## config.mk

```make
export PLATFORM = sky130hd
export DESIGN_NAME = oob_poll_sched
export DESIGN_NICKNAME = d
export VERILOG_FILES = /design/src/rtl/oob_poll_pkg.sv /design/src/rtl/poll_phase_ctr.sv /design/src/rtl/rr_pointer.sv /design/src/rtl/reply_judge.sv /design/src/rtl/oob_poll_sched.sv
export SDC_FILE = /design/constraint.sdc
export NUM_CORES = 1
export LEC_CHECK = 0
export BUFFER_PORTS_ARGS = -buffer_cell sky130_fd_sc_hd__buf_2
export CAP_MARGIN = 20
export CORE_UTILIZATION = 25
export CTS_CLUSTER_DIAMETER = 200
export DETAILED_ROUTE_END_ITERATION = 10
export PLACE_DENSITY = 0.53
export SLEW_MARGIN = 20
export SYNTH_ARGS = -nofsm -noshare
export SYNTH_HDL_FRONTEND = slang
export SYNTH_SLANG_ARGS = --single-unit
```

## constraint.sdc

```tcl
create_clock -name clk -period 2.8 [get_ports clk]
set_clock_uncertainty 0.1 [all_clocks]
set_input_delay 0.14 -clock clk [delete_from_list [all_inputs] [get_ports clk]]
set_output_delay 0.14 -clock clk [all_outputs]
set_load 0.01 [all_outputs]
```

## src/rtl/oob_poll_pkg.sv

```systemverilog
package oob_poll_pkg;

  typedef enum logic [2:0] {
    ST_IDLE   = 3'd0,
    ST_POLL   = 3'd1,
    ST_SLOT   = 3'd2,
    ST_LISTEN = 3'd3,
    ST_ACK    = 3'd4,
    ST_NEXT   = 3'd5
  } sched_st_e;

  // next station in the rotation, wrapping after the last one
  function automatic int rr_next(input int cur, input int n);
    return (cur >= n - 1) ? 0 : cur + 1;
  endfunction

  // counter width able to hold the largest of three cycle limits
  function automatic int cnt_width(input int a, input int b, input int c);
    int m;
    m = a;
    if (b > m) m = b;
    if (c > m) m = c;
    return (m < 2) ? 1 : $clog2(m + 1);
  endfunction

  // true on the last cycle of a window of len cycles
  function automatic bit at_last(input int cnt, input int len);
    return cnt == len - 1;
  endfunction

endpackage

```

## src/rtl/poll_phase_ctr.sv

```systemverilog
module poll_phase_ctr #(
  parameter int W = 8
) (
  input  logic         clk,
  input  logic         rst_n,
  input  logic         clr,
  output logic [W-1:0] cnt
);
  always_ff @(posedge clk) begin
    if (!rst_n)   cnt <= '0;
    else if (clr) cnt <= '0;
    else          cnt <= cnt + 1'b1;
  end
endmodule

```

## src/rtl/rr_pointer.sv

```systemverilog
module rr_pointer #(
  parameter int N     = 4,
  parameter int IDX_W = 2
) (
  input  logic             clk,
  input  logic             rst_n,
  input  logic             step,
  output logic [IDX_W-1:0] idx,
  output logic [N-1:0]     mask
);
  always_ff @(posedge clk) begin
    if (!rst_n)    idx <= '0;
    else if (step) idx <= IDX_W'(oob_poll_pkg::rr_next(int'(idx), N));
  end

  for (genvar g = 0; g < N; g++) begin : g_mask
    assign mask[g] = (idx == IDX_W'(g));
  end
endmodule

```

## src/rtl/reply_judge.sv

```systemverilog
module reply_judge #(
  parameter int SRC_W = 8,
  parameter int IDX_W = 2
) (
  input  logic             listening,
  input  logic             rx_fv,
  input  logic [SRC_W-1:0] rx_src,
  input  logic [IDX_W-1:0] want,
  output logic             ok,
  output logic             bad
);
  logic src_match;
  assign src_match = (rx_src == SRC_W'(want));
  assign ok  = listening && rx_fv &&  src_match;
  assign bad = listening && rx_fv && !src_match;
endmodule

```

## src/rtl/oob_poll_sched.sv

```systemverilog
module oob_poll_sched #(
  parameter int N_STA    = 4,
  parameter int SRC_W    = 8,
  parameter int POLL_W   = 4,
  parameter int SLOT_CYC = 1125,
  parameter int REPLY_TO = 4000,
  parameter int IDX_W    = (N_STA > 1) ? $clog2(N_STA) : 1
) (
  input  logic             clk,
  input  logic             rst_n,
  input  logic             en,
  input  logic             rx_pd,
  input  logic             rx_fv,
  input  logic [SRC_W-1:0] rx_src,
  input  logic             ack_done,
  output logic [N_STA-1:0] poll_o,
  output logic             ack_req,
  output logic             radio_tx,
  output logic [IDX_W-1:0] cur_sta
);
  import oob_poll_pkg::*;

  localparam int CNT_W = cnt_width(POLL_W, SLOT_CYC, REPLY_TO);

  sched_st_e st_q, st_d;
  logic [CNT_W-1:0] cnt;
  logic [N_STA-1:0] sta_mask;

  // named events, also observed by the checker
  logic poll_done, pd_seen, slot_expired, listening;
  logic reply_ok, reply_bad, reply_timeout, ack_finish, advance;

  poll_phase_ctr #(.W(CNT_W)) u_ctr (
    .clk  (clk),
    .rst_n(rst_n),
    .clr  (st_d != st_q),
    .cnt  (cnt)
  );

  rr_pointer #(.N(N_STA), .IDX_W(IDX_W)) u_ptr (
    .clk  (clk),
    .rst_n(rst_n),
    .step (advance),
    .idx  (cur_sta),
    .mask (sta_mask)
  );

  assign listening = (st_q == ST_LISTEN);

  reply_judge #(.SRC_W(SRC_W), .IDX_W(IDX_W)) u_judge (
    .listening(listening),
    .rx_fv    (rx_fv),
    .rx_src   (rx_src),
    .want     (cur_sta),
    .ok       (reply_ok),
    .bad      (reply_bad)
  );

  assign poll_done     = (st_q == ST_POLL) && at_last(int'(cnt), POLL_W);
  assign pd_seen       = (st_q == ST_SLOT) && rx_pd;
  assign slot_expired  = (st_q == ST_SLOT) && !rx_pd && at_last(int'(cnt), SLOT_CYC);
  assign reply_timeout = listening && !rx_fv && at_last(int'(cnt), REPLY_TO);
  assign ack_finish    = (st_q == ST_ACK) && ack_done;
  assign advance       = (st_q == ST_NEXT);

  always_comb begin
    st_d = st_q;
    unique case (st_q)
      ST_IDLE:   if (en) st_d = ST_POLL;
      ST_POLL:   if (poll_done) st_d = ST_SLOT;
      ST_SLOT: begin
        if (pd_seen)           st_d = ST_LISTEN;
        else if (slot_expired) st_d = ST_NEXT;
      end
      ST_LISTEN: begin
        if (reply_ok)                        st_d = ST_ACK;
        else if (reply_bad || reply_timeout) st_d = ST_NEXT;
      end
      ST_ACK:    if (ack_finish) st_d = ST_NEXT;
      ST_NEXT:   st_d = en ? ST_POLL : ST_IDLE;
      default:   st_d = ST_IDLE;
    endcase
  end

  always_ff @(posedge clk) begin
    if (!rst_n) st_q <= ST_IDLE;
    else        st_q <= st_d;
  end

  assign poll_o   = (st_q == ST_POLL) ? sta_mask : '0;
  assign ack_req  = (st_q == ST_ACK);
  assign radio_tx = (st_q == ST_ACK);

endmodule

```

==> results.json, run 1 <==
{
  "status": "completed",
  "cts_setup_buffers": 0,
  "placementRows": 23,
  "hpwl_um": 1740,
  "max-cap-violations": 0,
  "cp-start-kind": "flip-flop",
  "critical_path_required_ns": 2.88,
  "ys_seq_elements": 17,
  "maxSlewHeadroom": 0.732,
  "clock-root-buffer": "clkbuf_8",
  "avgSynthCellArea_um2": 9.14,
  "yosysSeqAreaShare": 0.305,
  "yosys.area_share.simple": 0.262,
  "maxSlewViolCount": 0,
  "path_max_fanout": 12,
  "synth_mux_area_frac": 0.0180,
  "leakage_nw": 0.461,
  "io_pins": 22,
  "insertedDiodeCount": 0,
  "grt_pass1_vias": 837,
  "clockBufferDepth": 2,
  "synth_edf_count": 0,
  "synthAdderAreaFrac": 0.0673,
  "synth_compound_area_frac": 0.171,
  "tightestPinTransition_ns": 0.402,
  "vias": 882,
  "timing.rr.start": "u_ctr.cnt[0]",
  "synth_ff_type": "dfxtp_1",
  "port_buffers": 21,
  "viasPerCell": 4.64,
  "hp-class": "input pin to flip-flop",
  "syn_nets": 142,
  "clkLatencyLatePin_ns": 0.26,
  "die_w_um": 68.8,
  "cts_hold_buf": 0,
  "fmax_mhz": 442,
  "clock-sinks": 17,
  "crit_start": "u_ctr.cnt[0]",
  "drc_errors": 0,
  "ir_worst_vdd_v": 0.000154,
  "hold_viol_final": 0,
  "fin_crit_sh": 0.808,
  "min_from": "rst_n",
  "critPathArrivalTime_ns": 2.34,
  "rr_worst_depth": 6,
  "drtAntennaViolNets": 0,
  "die-area_mm2": 0.00473,
  "fillers": 470,
  "gp_congestion": 0.738,
  "post_cts_resized": 0,
  "synth_top_family_by_area": "simple AND/OR/NAND/NOR gates",
  "min_to": "st_q[2]",
  "area_growth_pct": 12.8,
  "cts.clk_slew.worst_paths_ns": 0.07,
  "grt_max_degree": 13,
  "p_per_area_mw_per_mm2": 392,
  "timing.rr.end": "u_ctr.cnt[1]",
  "cts_made_buffers": 3,
  "syn_inst": 122,
  "synthDistinctLibCells": 40,
  "finalCriticalPeriod_ns": 2.26,
  "dr.pass1.iters": 4,
  "preCtsSetupSlack_ns": 0.528,
  "reg2reg_slack_ns": 0.54,
  "synth-warning-count": 0,
  "cts_tree": "done",
  "layout-drive-gt1-share": 0.314,
  "finalSetupViolCount": 0,
  "fin_tns_setup_ns": 0,
  "grt_use_total": 0.112,
  "antenna_found_initial": 0,
  "h-tree-depth": 1,
  "drtIter0Drc": 36,
  "drt-total-wl_um": 2270,
  "synth-xor-area-share": 0.0943,
  "end_kind": "flip-flop",
  "synth_area_mm2": 0.00111,
  "ys_async_sr_fraction": 0,
  "overflow": 0,
  "worstSetupPathType": "flip-flop to flip-flop",
  "setup_ws_ns": 0.538,
  "whs_path_depth": 3,
  "grt_pass1_wl_um": 3780,
  "fp.dieH_um": 68.8,
  "start_util": 0.269,
  "nets": 161,
  "wire_per_inst_um": 12.0,
  "core_mm2": 0.00414,
  "rsz0062_at_grt": "no"
}
-- metal layers --
metal	routed length (µm)	share of wire	vias up	global-route usage
li1	-	-	468	-
met1	1070	0.47	393	0.130
met2	1070	0.47	19	0.184
met3	112	0.049	2	0.0493
met4	16	0.0070	0	0.0383
met5	0	0	-	0
-- cell families after synthesis --
logic type               after synthesis
buffers and inverters                 13
AND/OR/NAND/NOR                       48
adder cells (fa/ha/maj)                6
AO/OA/AOI/OAI                         24
flip-flops                            17
multiplexers                           2
XOR/XNOR                              12
-- power breakdown --
part / switching (mW) / leakage, nW / internal [mW] / total, mW
Combinational: 0.0292 / 0.301 / 0.0220 / 0.0512
Clock: 0.0882 / 0.0228 / 0.101 / 0.189
Sequential: 0.00657 / 0.137 / 0.246 / 0.253
Total: 0.124 / 0.461 / 0.369 / 0.493
-- worst max-delay path: stages (launching register included) --
cell      delay, ns
dfxtp_1        0.40
ha_1           0.25
nor3b_1        0.20
nand4_1        0.17
a221oi_2       0.40
nand3_2        0.39
a21boi_0       0.28
-- per-stage QoR --
step / cells / cell area (µm²) / hold WS [ns] / util / power [mW]
2_1_floorplan: 122 / 1110 / 0.148 / - / 0.296
3_3_place_gp: 186 / 1210 / 0.266 / 0.293 / 0.308
3_5_place_dp: 186 / 1210 / 0.282 / 0.293 / 0.310
4_1_cts: 190 / 1260 / 0.00856 / 0.303 / 0.502
5_1_grt: 190 / 1260 / 0.00685 / 0.303 / 0.523
6_report: 190 / 1260 / 0.0123 / 0.303 / 0.493
-- state kept, by name, indices dropped and copies added (netlist names) --
signal / cells
st_q: 3
u_ptr.idx: 2
u_ctr.cnt: 12
-- worst max path at each step --
stage | to | cells after the start
2_1_floorplan | u_ctr.cnt[0] | 7
3_3_place_gp | u_ctr.cnt[1] | 7
3_5_place_dp | u_ctr.cnt[1] | 6
4_1_cts | u_ctr.cnt[1] | 6
5_1_grt | u_ctr.cnt[7] | 6
6_report | u_ctr.cnt[1] | 6
-- cell type report --
class,count,area [µm²],area share
clock buffers,4,45.0,0.0358
inverters,6,22.5,0.0179
multi-input cells,92,682,0.542
flip-flops and latches,17,340,0.271
well taps,50,62.6,0.0498
repair buffers,21,105,0.0836
-- cell usage in the layout, fill, tap and decap left out, types with 2 or more instances in the layout --
master / n
buf_2: 21
dfxtp_1: 17
a21oi_2: 10
nor2_1: 9
xnor2_1: 8
inv_1: 6
nand3_1: 6
nand2_1: 6
ha_1: 6
nor3_1: 5
and2_1: 4
xor2_1: 4
a21oi_1: 4
nor3b_1: 3
nand4_1: 3
clkbuf_8: 3
mux2i_1: 2
and4_2: 2
-- synthesized netlist by cell type, drive strengths merged (2+ instances only) --
master | n | area (µm²)
mux2i | 2 | 20.0
clkbuf | 2 | 21.3
inv | 6 | 22.5
nor3 | 5 | 25.0
nor3b | 3 | 22.5
nor2 | 9 | 33.8
ha | 6 | 75.1
xor2 | 4 | 35.0
nand4 | 3 | 18.8
nand2 | 6 | 22.5
buf | 5 | 48.8
nand3 | 7 | 40.0
xnor2 | 8 | 70.1
and4 | 3 | 28.8
and2 | 5 | 32.5
dfxtp | 17 | 340
a21oi | 14 | 108
(Power assumes the default switching activity.)
==> run 2, diff against run 1 <==
--- a/config.mk
+++ b/config.mk
@@ -10,7 +10,7 @@
 export CORE_UTILIZATION = 25
 export CTS_CLUSTER_DIAMETER = 200
 export DETAILED_ROUTE_END_ITERATION = 10
-export PLACE_DENSITY = 0.53
+export PLACE_DENSITY = 0.55
 export SLEW_MARGIN = 20
 export SYNTH_ARGS = -nofsm -noshare
 export SYNTH_HDL_FRONTEND = slang
==> constraint.sdc (replaced) <==
create_clock -name clk -period 1.9 [get_ports clk]
set_clock_uncertainty 0.1 [all_clocks]
set_input_delay 0.095 -clock clk [delete_from_list [all_inputs] [get_ports clk]]
set_output_delay 0.095 -clock clk [all_outputs]
set_load 0.01 [all_outputs]
==> results.json, run 2 (synthesis gave the netlist of run 1 again) <==
{
  "core_mm2": 0.00414,
  "leakage_nw": 0.647,
  "placedCellCount": 206,
  "cp_slowest_stage_delay_ns": 0.40,
  "final_cell_mix": "buf_4 (24), buf_2 (21), dfxtp_1 (15)",
  "sw_frac_of_total": 0.249,
  "maxSlewHeadroom": 0.755,
  "seq_power_share": 0.468,
  "largest_register_ff_count": 12,
  "p_clk_frac": 0.338,
  "power.internal_mw": 0.597,
  "critPathArrivalTime_ns": 2.00,
  "grt_pass1_vias": 977,
  "pwr-share-comb": 0.193,
  "whs_path_depth": 5,
  "drt-total-wl_um": 2700,
  "cp-start-kind": "flip-flop",
  "viasPerCell": 4.73,
  "fp.dieH_um": 68.8,
  "min_to": "st_q[0]",
  "die-area_mm2": 0.00473,
  "hold_viol_final": 0,
  "tightestPinTransition_ns": 0.365,
  "reg2reg_slack_ns": -0.06,
  "p_switching_mw": 0.198,
  "min_from": "rx_src[4]",
  "vias": 1036,
  "stdcell_area_mm2": 0.00162,
  "largest-register": "u_ctr.cnt",
  "placed_area_mm2": 0.00139,
  "crit_start": "u_ctr.cnt[1]",
  "hpwl_um": 1950,
  "multi_input_area_um2": 764,
  "antenna_found_initial": 0,
  "start_util": 0.269,
  "cts_tree": "done",
  "port_buffers": 21,
  "gp_congestion": 0.777,
  "die_w_um": 68.8,
  "ir_worst_vdd_v": 0.000450,
  "violations": "negative setup slack",
  "grt_use_total": 0.122,
  "cts_made_buffers": 3,
  "grt_max_degree": 10,
  "io_pins": 22,
  "worst_path_max_delay_cell": "a221oi_4",
  "layout-drive-gt1-share": 0.491,
  "clock-sinks": 17,
  "reg_top3": "u_ctr.cnt x12, st_q x3, u_ptr.idx x2",
  "drtAntennaViolNets": 0,
  "max-cap-violations": 0,
  "timing.rr.end": "u_ctr.cnt[10]",
  "fin_crit_sh": 1.03,
  "status": "complete, but fails checks",
  "clockBufferDepth": 2,
  "finalSetupViolCount": 12,
  "worstSetupPathType": "flip-flop to flip-flop",
  "h-tree-depth": 1,
  "fin_util": 0.390,
  "placementRows": 23,
  "hp-class": "input pin to flip-flop",
  "mostFrequentLayoutCell": "buf_4",
  "path_max_fanout": 8,
  "nets": 190,
  "clkLatencyLatePin_ns": 0.25,
  "setup_ws_ns": -0.0611,
  "rr_worst_depth": 8,
  "register_area_um2": 348,
  "drtIter0Drc": 34,
  "drc_errors": 0,
  "wire_per_inst_um": 12.3,
  "area_growth_pct": 45.0,
  "rsz0062_at_grt": "yes",
  "cts.clk_slew.worst_paths_ns": 0.07,
  "end_kind": "flip-flop",
  "dr.pass1.iters": 6,
  "critical_path_required_ns": 1.94,
  "fmax_mhz": 510,
  "fillers": 421,
  "path_cells": "ha_4 -> nor3b_4 -> nand4_1 -> a221oi_4 -> buf_6 -> a21o_4 -> buf_12 -> a21oi_2",
  "finalCriticalPeriod_ns": 1.96,
  "clock-root-buffer": "clkbuf_8",
  "insertedDiodeCount": 0,
  "maxSlewViolCount": 0,
  "p_per_area_mw_per_mm2": 492,
  "overflow": 0,
  "finalNonFillerCells": 219,
  "fin_hold_ws_ns": 0.235,
  "grt_pass1_wl_um": 4190,
  "timing.rr.start": "u_ctr.cnt[1]"
}
run 2: changes by cell type in the layout (fill, tap and decap cells not counted), sizes merged:
cell,delta
buf,+28
dlygate4sd3,+1
run 2: worst max-delay path by stage:
stage	to	slack (ns)
detailed placement	u_ctr.cnt[1]	-0.13
finish	u_ctr.cnt[10]	-0.06
floorplan	u_ctr.cnt[0]	0.03
CTS	u_ctr.cnt[7]	-0.03
global placement	u_ctr.cnt[1]	-0.16
global route	u_ctr.cnt[9]	-0.17
run 2: power by group through the flow:
stage	clock network [mW]	logic (mW)	registers, mW
after floorplan	0	0.0610	0.376
after global placement	0	0.109	0.376
after detailed placement	0	0.110	0.377
after CTS	0.277	0.147	0.371
after global routing	0.289	0.167	0.373
final	0.269	0.154	0.372
run 2: what timing repair did:
| item | CTS | global route |
|---|---|---|
| hold buffers | 1 | 0 |
| setup endpoints to repair | 12 | 13 |
| pin swaps | 6 | 4 |
| hold endpoints to repair | 1 | 0 |
| setup buffers | 5 | 2 |
| resized for setup | 18 | 3 |
| cloned | 1 | 0 |
run 2: cell type report:
| class | instances | share of cell area |
|---|---|---|
| inverter | 6 | 0.0139 |
| timing repair buffer | 50 | 0.231 |
| clock buffer | 4 | 0.0279 |
| tap | 50 | 0.0387 |
| sequential | 17 | 0.215 |
| multi-input combinational | 92 | 0.473 |
run 2: worst max-delay path: cells and delay by family (launching register included):
kind                       cells  cell delay, ns
and+or+nand+nor                2            0.38
DFF                            1            0.37
buffers and inverters          2            0.28
AOI/OAI and AO/OA              3            0.58
adders and majority gates      1            0.14
run 2: per-stage QoR:
step / setup TNS, ns / setup WS [ns] / power, mW
after CTS: -0.258 / -0.0318 / 0.795
after floorplan: 0 / 0.0251 / 0.437
after detailed placement: -1.23 / -0.126 / 0.487
after global placement: -0.572 / -0.157 / 0.485
after global routing: -2.01 / -0.165 / 0.829
final: -0.694 / -0.0611 / 0.795
run 2: routing by layer:
layer | global-route usage | share of wire | vias to the layer above
met5 | 0 | 0 | -
met4 | 0.0230 | 0.013 | 0
met3 | 0.0345 | 0.056 | 6
met2 | 0.252 | 0.53 | 31
met1 | 0.118 | 0.41 | 475
li1 | - | - | 524
==> run 3, diff against run 2 <==
--- a/config.mk
+++ b/config.mk
@@ -15,3 +15,4 @@
 export SYNTH_ARGS = -nofsm -noshare
 export SYNTH_HDL_FRONTEND = slang
 export SYNTH_SLANG_ARGS = --single-unit
+export TNS_END_PERCENT = 20
==> results.json, run 3 (synthesis gave the netlist of run 1 again) <==
{
  "reg2reg_slack_ns": -0.06,
  "cts_tree": "done",
  "overflow": 0,
  "maxSlewHeadroom": 0.755,
  "path_max_fanout": 8,
  "max-cap-violations": 0,
  "layout-drive-gt1-share": 0.491,
  "hpwl_um": 1950,
  "clock-root-buffer": "clkbuf_8",
  "pwr-share-comb": 0.193,
  "nets": 190,
  "drc_errors": 0,
  "worstSetupPathType": "flip-flop to flip-flop",
  "grt_pass1_wl_um": 4190,
  "violations": "negative setup slack",
  "drtIter0Drc": 34,
  "cts_made_buffers": 3,
  "vias": 1036,
  "grt_use_total": 0.122,
  "maxSlewViolCount": 0,
  "fin_hold_ws_ns": 0.235,
  "placedCellCount": 206,
  "leakage_nw": 0.647,
  "drtAntennaViolNets": 0,
  "multi_input_area_um2": 764,
  "finalCriticalPeriod_ns": 1.96,
  "io_pins": 22,
  "placementRows": 23,
  "port_buffers": 21,
  "power.total_mw": 0.795,
  "rsz0062_at_grt": "yes",
  "mostFrequentLayoutCell": "buf_4",
  "die_w_um": 68.8,
  "wire_per_inst_um": 12.3,
  "fin_tns_setup_ns": -0.694,
  "finalSetupViolCount": 12,
  "reg_top3": "u_ctr.cnt x12, st_q x3, u_ptr.idx x2",
  "hold_viol_final": 0,
  "seq_power_share": 0.468,
  "ir_worst_vdd_v": 0.000450,
  "power.internal_mw": 0.597,
  "sw_frac_of_total": 0.249,
  "tightestPinTransition_ns": 0.365,
  "fp.dieH_um": 68.8,
  "fillers": 421,
  "clockBufferDepth": 2,
  "final_cell_mix": "buf_4 (24), buf_2 (21), dfxtp_1 (15)",
  "grt_pass1_vias": 979,
  "viasPerCell": 4.73,
  "dr.pass1.iters": 6,
  "cts.clk_slew.worst_paths_ns": 0.07,
  "insertedDiodeCount": 0,
  "largest_register_ff_count": 12,
  "register_area_um2": 348,
  "hp-class": "input pin to flip-flop",
  "gp_congestion": 0.777,
  "status": "complete, but fails checks",
  "critPathArrivalTime_ns": 2.00,
  "setup_ws_ns": -0.0611,
  "clock-sinks": 17,
  "fin_crit_sh": 1.03,
  "fmax_mhz": 510,
  "largest-register": "u_ctr.cnt",
  "area_growth_pct": 45.0,
  "h-tree-depth": 1,
  "drt-total-wl_um": 2700,
  "cp-start-kind": "flip-flop",
  "p_clk_frac": 0.338,
  "core_mm2": 0.00414,
  "critical_path_required_ns": 1.94,
  "antenna_found_initial": 0,
  "end_kind": "flip-flop",
  "fin_util": 0.390,
  "p_switching_mw": 0.198,
  "clkLatencyLatePin_ns": 0.25,
  "p_per_area_mw_per_mm2": 492,
  "start_util": 0.269,
  "finalNonFillerCells": 219,
  "grt_max_degree": 10,
  "die-area_mm2": 0.00473
}
-- run 3: cell counts in the layout (fill, tap and decap cells not counted) --
No cell type changed its count.
-- run 3: layout make-up --
cell class	instances	share of cell area
multi-input combinational	92	0.473
timing repair buffer	50	0.231
sequential	17	0.215
inverter	6	0.0139
tap	50	0.0387
clock buffer	4	0.0279
-- run 3: through the flow --
step                      setup WS, ns  area, µm²
after floorplan                 0.0251       1120
after global placement          -0.157       1390
after detailed placement        -0.126       1390
after CTS                      -0.0318       1590
after global routing            -0.165       1620
final                          -0.0611       1620
-- run 3: critical path, stage by stage, from the launching register on --
cell and delay, ns:
dfxtp_4 0.37, ha_4 0.14, nor3b_4 0.18, nand4_1 0.20, a221oi_4 0.40, buf_6 0.15
a21o_4 0.13, buf_12 0.13, a21oi_2 0.05
-- run 3: timing repair --
item / CTS / global route
endpoints found under the hold margin: 1 / 0
gates resized for setup: 18 / 3
buffers inserted: 5 / 2
pin swaps: 6 / 4
hold buffers: 1 / 0
setup endpoints to repair: 12 / 13
gates cloned: 1 / 0
-- run 3: power groups by stage --
stage	logic, mW	registers, mW	clock network (mW)
2_1_floorplan	0.0610	0.376	0
3_3_place_gp	0.109	0.376	0
3_5_place_dp	0.110	0.377	0
4_1_cts	0.147	0.371	0.277
5_1_grt	0.167	0.373	0.289
6_report	0.154	0.372	0.269
-- run 3: final timing paths --
| kind | startpoint | end | cells after the start |
|---|---|---|---|
| hold reg to reg | u_ctr.cnt[11] | u_ctr.cnt[11] | 2 |
| setup reg to reg | u_ctr.cnt[1] | u_ctr.cnt[10] | 8 |
| hold / removal | rx_src[4] | st_q[0] | 5 |
| setup / recovery | u_ctr.cnt[1] | u_ctr.cnt[10] | 8 |
-- run 3: layer usage --
metal	global-route usage	vias up	wire, µm
met5	0	-	0
met4	0.0230	0	34
met3	0.0345	6	150
met2	0.252	31	1420
met1	0.118	475	1090
li1	-	524	-
